`src/rtl/ase_pkg.sv`:
```
package ase_pkg;
  typedef enum logic [2:0] {
    ST_IDLE,
    ST_PUSH_HI,
    ST_PUSH_LO,
    ST_POP_HI,
    ST_POP_LO,
    ST_POP_FIN
  } ase_state_t;
endpackage

```
`src/rtl/ase_ptr.sv`:
```
module ase_ptr #(
  parameter int PTR_W = 8,
  parameter int STEP  = 2
) (
  input  logic             clk,
  input  logic             rst,
  input  logic             inc_en,
  input  logic             dec_en,
  output logic [PTR_W-1:0] ptr,
  output logic [PTR_W-1:0] ptr_next_down
);
  localparam logic [PTR_W-1:0] STEP_V = PTR_W'(STEP);

  assign ptr_next_down = ptr - STEP_V;

  always_ff @(posedge clk) begin
    if (rst) begin
      ptr <= '0;
    end else if (inc_en) begin
      ptr <= ptr + STEP_V;
    end else if (dec_en) begin
      ptr <= ptr_next_down;
    end
  end
endmodule

```
`src/rtl/ase_seq.sv`:
```
module ase_seq
  import ase_pkg::*;
(
  input  logic       clk,
  input  logic       rst,
  input  logic       push_req,
  input  logic       pop_req,
  output ase_state_t state,
  output logic       take_push,
  output logic       take_pop
);
  ase_state_t state_nx;

  assign take_push = (state == ST_IDLE) && push_req;
  assign take_pop  = (state == ST_IDLE) && pop_req && !push_req;

  always_comb begin
    state_nx = state;
    unique case (state)
      ST_IDLE: begin
        if (take_push)     state_nx = ST_PUSH_HI;
        else if (take_pop) state_nx = ST_POP_HI;
      end
      ST_PUSH_HI: state_nx = ST_PUSH_LO;
      ST_PUSH_LO: state_nx = ST_IDLE;
      ST_POP_HI:  state_nx = ST_POP_LO;
      ST_POP_LO:  state_nx = ST_POP_FIN;
      ST_POP_FIN: state_nx = ST_IDLE;
      default:    state_nx = ST_IDLE;
    endcase
  end

  always_ff @(posedge clk) begin
    if (rst) state <= ST_IDLE;
    else     state <= state_nx;
  end
endmodule

```
`src/rtl/ase_port.sv`:
```
module ase_port
  import ase_pkg::*;
#(
  parameter int               BYTE_W = 8,
  parameter int               PTR_W  = 8,
  parameter int               PAGE_W = 8,
  parameter logic [PAGE_W-1:0] PAGE  = 8'h01
) (
  input  logic                      clk,
  input  logic                      rst,
  input  ase_state_t                state,
  input  logic                      take_push,
  input  logic                      take_pop,
  input  logic [2*BYTE_W-1:0]       wr_value,
  input  logic [PTR_W-1:0]          ptr,
  input  logic [PTR_W-1:0]          ptr_down,
  output logic [PAGE_W+PTR_W-1:0]   mem_addr,
  output logic [BYTE_W-1:0]         mem_wdata,
  output logic                      mem_we
);
  localparam logic [PTR_W-1:0] ONE = PTR_W'(1);

  logic [BYTE_W-1:0] lo_hold;

  always_ff @(posedge clk) begin
    if (rst) begin
      mem_addr  <= {PAGE, {PTR_W{1'b0}}};
      mem_wdata <= '0;
      mem_we    <= 1'b0;
      lo_hold   <= '0;
    end else begin
      mem_we <= 1'b0;
      if (take_push) begin
        mem_addr  <= {PAGE, ptr};
        mem_wdata <= wr_value[2*BYTE_W-1:BYTE_W];
        mem_we    <= 1'b1;
        lo_hold   <= wr_value[BYTE_W-1:0];
      end else if (take_pop) begin
        mem_addr <= {PAGE, ptr_down};
      end else if (state == ST_PUSH_HI) begin
        mem_addr  <= {PAGE, ptr + ONE};
        mem_wdata <= lo_hold;
        mem_we    <= 1'b1;
      end else if (state == ST_POP_HI) begin
        mem_addr <= {PAGE, ptr + ONE};
      end
    end
  end
endmodule

```
`src/rtl/ase_collect.sv`:
```
module ase_collect
  import ase_pkg::*;
#(
  parameter int BYTE_W = 8
) (
  input  logic                clk,
  input  logic                rst,
  input  ase_state_t          state,
  input  logic [BYTE_W-1:0]   mem_rdata,
  output logic [2*BYTE_W-1:0] value,
  output logic                valid
);
  logic [BYTE_W-1:0] hi_byte;

  always_ff @(posedge clk) begin
    if (rst) begin
      hi_byte <= '0;
      value   <= '0;
      valid   <= 1'b0;
    end else begin
      valid <= 1'b0;
      if (state == ST_POP_LO) begin
        hi_byte <= mem_rdata;
      end
      if (state == ST_POP_FIN) begin
        value <= {hi_byte, mem_rdata};
        valid <= 1'b1;
      end
    end
  end
endmodule

```
`src/rtl/addr_stack_engine.sv`:
```
module addr_stack_engine
  import ase_pkg::*;
#(
  parameter int                BYTE_W = 8,
  parameter int                PTR_W  = 8,
  parameter int                PAGE_W = 8,
  parameter logic [PAGE_W-1:0] PAGE   = 8'h01,
  localparam int               DATA_W = 2 * BYTE_W,
  localparam int               ADDR_W = PAGE_W + PTR_W
) (
  input  logic              clk,
  input  logic              rst,
  input  logic              push_req,
  input  logic              pop_req,
  input  logic [DATA_W-1:0] push_addr,
  output logic              ready,
  output logic [DATA_W-1:0] pop_addr,
  output logic              pop_valid,
  output logic [PTR_W-1:0]  stack_ptr,
  output logic [ADDR_W-1:0] mem_addr,
  output logic [BYTE_W-1:0] mem_wdata,
  output logic              mem_we,
  input  logic [BYTE_W-1:0] mem_rdata
);
  ase_state_t        state;
  logic              take_push;
  logic              take_pop;
  logic [PTR_W-1:0]  ptr_down;

  assign ready = (state == ST_IDLE);

  ase_seq u_seq (
    .clk       (clk),
    .rst       (rst),
    .push_req  (push_req),
    .pop_req   (pop_req),
    .state     (state),
    .take_push (take_push),
    .take_pop  (take_pop)
  );

  ase_ptr #(.PTR_W(PTR_W), .STEP(DATA_W / BYTE_W)) u_ptr (
    .clk           (clk),
    .rst           (rst),
    .inc_en        (state == ST_PUSH_LO),
    .dec_en        (take_pop),
    .ptr           (stack_ptr),
    .ptr_next_down (ptr_down)
  );

  ase_port #(.BYTE_W(BYTE_W), .PTR_W(PTR_W), .PAGE_W(PAGE_W), .PAGE(PAGE)) u_port (
    .clk       (clk),
    .rst       (rst),
    .state     (state),
    .take_push (take_push),
    .take_pop  (take_pop),
    .wr_value  (push_addr),
    .ptr       (stack_ptr),
    .ptr_down  (ptr_down),
    .mem_addr  (mem_addr),
    .mem_wdata (mem_wdata),
    .mem_we    (mem_we)
  );

  ase_collect #(.BYTE_W(BYTE_W)) u_collect (
    .clk       (clk),
    .rst       (rst),
    .state     (state),
    .mem_rdata (mem_rdata),
    .value     (pop_addr),
    .valid     (pop_valid)
  );
endmodule

```
`config.mk`:
```
export PLATFORM = sky130hd
export DESIGN_NAME = addr_stack_engine
export DESIGN_NICKNAME = d
export VERILOG_FILES = /design/src/rtl/ase_pkg.sv /design/src/rtl/ase_ptr.sv /design/src/rtl/ase_seq.sv /design/src/rtl/ase_port.sv /design/src/rtl/ase_collect.sv /design/src/rtl/addr_stack_engine.sv
export SDC_FILE = /design/constraint.sdc
export NUM_CORES = 1
export LEC_CHECK = 0
export BUFFER_PORTS_ARGS = -buffer_cell sky130_fd_sc_hd__buf_2
export CAP_MARGIN = 20
export CORE_MARGIN = 3
export CORE_UTILIZATION = 40
export CTS_BUF_LIST = sky130_fd_sc_hd__clkbuf_4
export CTS_CLUSTER_DIAMETER = 80
export DETAILED_ROUTE_END_ITERATION = 8
export PLACE_DENSITY = 0.76
export RECOVER_POWER = 25
export SLEW_MARGIN = 30
export SYNTH_ARGS = -nofsm -noshare
export SYNTH_HDL_FRONTEND = slang
export SYNTH_SLANG_ARGS = --single-unit
```
`constraint.sdc`:
```
create_clock -name clk -period 1.5 [get_ports clk]
set_input_delay 0.15 -clock clk [delete_from_list [all_inputs] [get_ports clk]]
set_output_delay 0.15 -clock clk [all_outputs]
set_load 0.02 [all_outputs]
```
==> metrics.md <==
| Metric | Value |
|---|---|
| Status | `finished with violations` |
| Failing checks | `setup timing` |
| Yosys top cell area share | `0.468` |
| Capturing element type of the critical path | `flop` |
| Syn avg cell area | `~8.2 µm²` |
| Root Driver | `clkbuf_4` |
| Worst Setup Start Kind | `flop` |
| Maximum clock rate | `about 0.65 GHz` |
| Fin crit share | `1.03` |
| Via count | `approximately 2,400` |
| Setup Skew | `0.0191 ns` |
| Detailed Route WL | `6480 µm` |
| Hold Path Class | `in -> reg` |
| Initial core utilization | `0.424` |
| CTS tree | `built` |
| PD cells | `1080 mW/mm²` |
| Post-Synth Simple-Gate Area | `0.268` |
| Seq cells post-synth | `60` |
| Core area | `~0.006 mm²` |
| Slew Limit Fails | `0` |
| Fin util | `0.556` |
| Synth-to-Final Area Change | `31.1%` |
| Finished Layout Cells | `489` |
| Yosys Warn Count | `0` |
| Post-DR wirelength/cell | `approximately 13 µm` |
| Diodes inserted | `0` |
| # H-tree levels | `3` |
| DR iter-0 viols | `around 140` |
| Crit path kind | `reg -> reg` |
| Crit path max fanout | `4` |
| Clk sinks | `60` |
| First-pass DRT Iterations | `5` |
| Post-Synthesis Cells | `roughly 310` |
| Critical Path Source | `u_seq.state[1]` |
| Largest cells by area after synthesis | `dfxtp_1 (47%), nand2_1 (12%), a21oi_1 (8.0%)` |
| Die width | `86.1 µm` |
| GRT Util Overall | `0.178` |
| Post-synthesis compound-gate area fraction | `0.150` |
| Placed insts | `457` |
| Share of cells above drive strength 1 | `0.278` |
| Netlist cell types | `40` |
| Fin crit period | `around 1.5 ns` |
| # port buffers | `69` |
| Peak supply drop | `slightly above 0.0005 V` |
| Hold Path Origin | `mem_rdata[4]` |
| Sequential element share of the synthesized area | `0.468` |
| Fin worst setup slack | `-0.0440 ns` |
| Adder-Cell Fraction of Synth Area | `0.00974` |
| CP arrival | `roughly 1.9 ns` |
| HPWL after DPL | `4320 µm` |
| Vias/cell | `between 4 and 5` |
| Yosys top cell by area | `dfxtp_1` |
| Max_cap viols | `0` |
| Post-DRT Antenna Nets | `0` |
| DIE AREA | `about 0.0074 mm²` |
| Worst-skew pair later-pin latency | `~0.40 ns` |
| Worst slack, placed | `-0.0268 ns` |
| Die Y | `roughly 86 µm` |
| CTS max path bufs | `2` |
| Clock Pin Slew Worst Setup and Hold Paths | `between 0.1 and 0.15 ns` |
| I/O pins | `just under 80` |
| Fin. Hold Viols | `0` |
| Initial antenna violation count | `0` |
| Worst path required time | `approximately 1.8 ns` |
| Worst r2r src | `u_seq.state[1]` |
| Cts bufs inserted | `9` |
| Total Nets Final | `440` |
| Mux share of post-synthesis cell area | `0.00438` |
| Main combinational cell family by area after synthesis | `simple AND/OR/NAND/NOR gates` |
| First-pass GRT wire length | `between 10,000 and 15,000 µm` |
| RSZ-0062 raised after global routing | `true` |
| Largest net degree at the start of global routing | `26` |
| Leak Pwr | `1.33 nW` |
| Placement Rows | `28` |
| Filler cell count in the final layout | `just under 600` |
| Endpoints failing setup | `5` |
| Synth Area in XOR/XNOR | `0.0273` |
| Vias in the first global route | `around 2,300` |
| Gp weighted congestion | `between 0.8 and 0.9` |
| # DRC | `0` |
| Netlist Area Pre-Place | `around 0.0026 mm²` |
| GRT overflow | `0` |
[critical path, stage by stage, from the launching register on]
cell	delay [ns]
dfxtp_2	0.34
or3_4	0.43
buf_6	0.14
nor4_4	0.17
a31oi_1	0.08
mux2_2	0.28
[worst paths after layout]
| path | endpoint | slack (ns) | depth (start not counted) |
|---|---|---|---|
| worst max-delay path | u_ptr.ptr[7] | -0.04 | 5 |
| worst max register to register | u_ptr.ptr[7] | -0.04 | 5 |
| worst min-delay path | u_collect.value[4] | 0.02 | 3 |
| worst min register to register | u_collect.value[9] | 0.45 | 2 |
[cell families after synthesis]
kind of cell               Yosys count
and+or+nand+nor                    144
xor gates and xnor gates             8
other                                2
DFF                                 60
AOI/OAI and AO/OA                   64
muxes                                1
buffers and inverters               33
adders and majority gates            2
[layer usage]
metal  vias up  track usage  wire [µm]
met5         -            0          0
met4         0       0.0993        152
met3        15       0.0394        332
met2        75        0.278       3020
met1      1105        0.227       2970
li1       1230            -          -
[registers in the layout, indices dropped and copies added, names as in the netlist]
signal             flops
u_port.lo_hold         8
u_port.mem_addr        8
u_collect.valid        1
u_port.mem_wdata       8
u_collect.value       16
u_ptr.ptr              7
u_port.mem_we          1
u_seq.state            3
u_collect.hi_byte      8
[where the power goes]
group          switching, mW  internal [mW]
combinational          0.552          0.392
sequential            0.0683           1.71
clock                  0.572          0.354
[placed cells by master, fill, tap and decap left out, types with 3 or more instances in the layout]
cell type,synthesis,final
a21oi_1,41,40
dfxtp_2,0,5
a311oi_1,8,4
conb_1,2,9
xnor2_1,6,6
nand3b_1,3,3
nor2_1,24,23
nor4_4,3,3
and4_1,3,3
nand2_1,85,82
clkbuf_1,13,22
a211oi_1,5,5
buf_2,3,46
buf_4,10,22
dfxtp_1,60,54
nor3_1,5,5
dlygate4sd3_1,0,15
clkbuf_4,0,11
a311oi_2,0,4
[synthesized netlist by cell type (all sizes together)]
master,n
a211oi,6
a21o,1
a21oi,41
a2bb2oi,2
a311oi,8
a31oi,1
and2,2
and3,1
and4,3
buf,16
clkbuf,13
clkinv,1
conb,2
dfxtp,60
ha,2
inv,3
mux2,1
nand2,85
nand2b,2
nand3,3
nand3b,3
nand4,2
nor2,24
nor2b,2
nor3,5
nor3b,4
nor4,4
o21ai,4
o21bai,1
or2,1
or3,2
or4,1
xnor2,6
xor2,2
[what timing repair did]
action / 4_1_cts / 5_1_grt
hold buffers: 15 / 0
hold endpoints to repair: 22 / 0
setup endpoints to repair: 9 / 29
gates cloned: 0 / 0
pin swaps: 3 / 9
resized for setup: 8 / 16
buffers inserted: 2 / 0
[stage by stage]
| step | setup TNS, ns | hold slack, ns | total power [mW] | cell area (µm²) |
|---|---|---|---|---|
| 6_report | -0.186 | 0.0177 | 3.65 | 3370 |
| 5_1_grt | -0.815 | 0.0259 | 3.84 | 3370 |
| 4_1_cts | -0.160 | 0.000309 | 3.63 | 3340 |
| 3_5_place_dp | -0.0540 | 0.401 | 2.66 | 3060 |
| 3_3_place_gp | 0 | 0.399 | 2.64 | 3060 |
| 2_1_floorplan | -0.505 | 0.286 | 2.43 | 2660 |
[area by class of cell]
class	count	area (µm²)	share of cell area
clock buffer	11	82.6	0.0245
timing repair buffer	107	651	0.193
clock inverter	4	17.5	0.00520
tap	75	93.8	0.0279
sequential	60	1210	0.360
multi-input combinational	228	1290	0.384
inverter	4	20.0	0.00594
(Power assumes the default switching activity.)
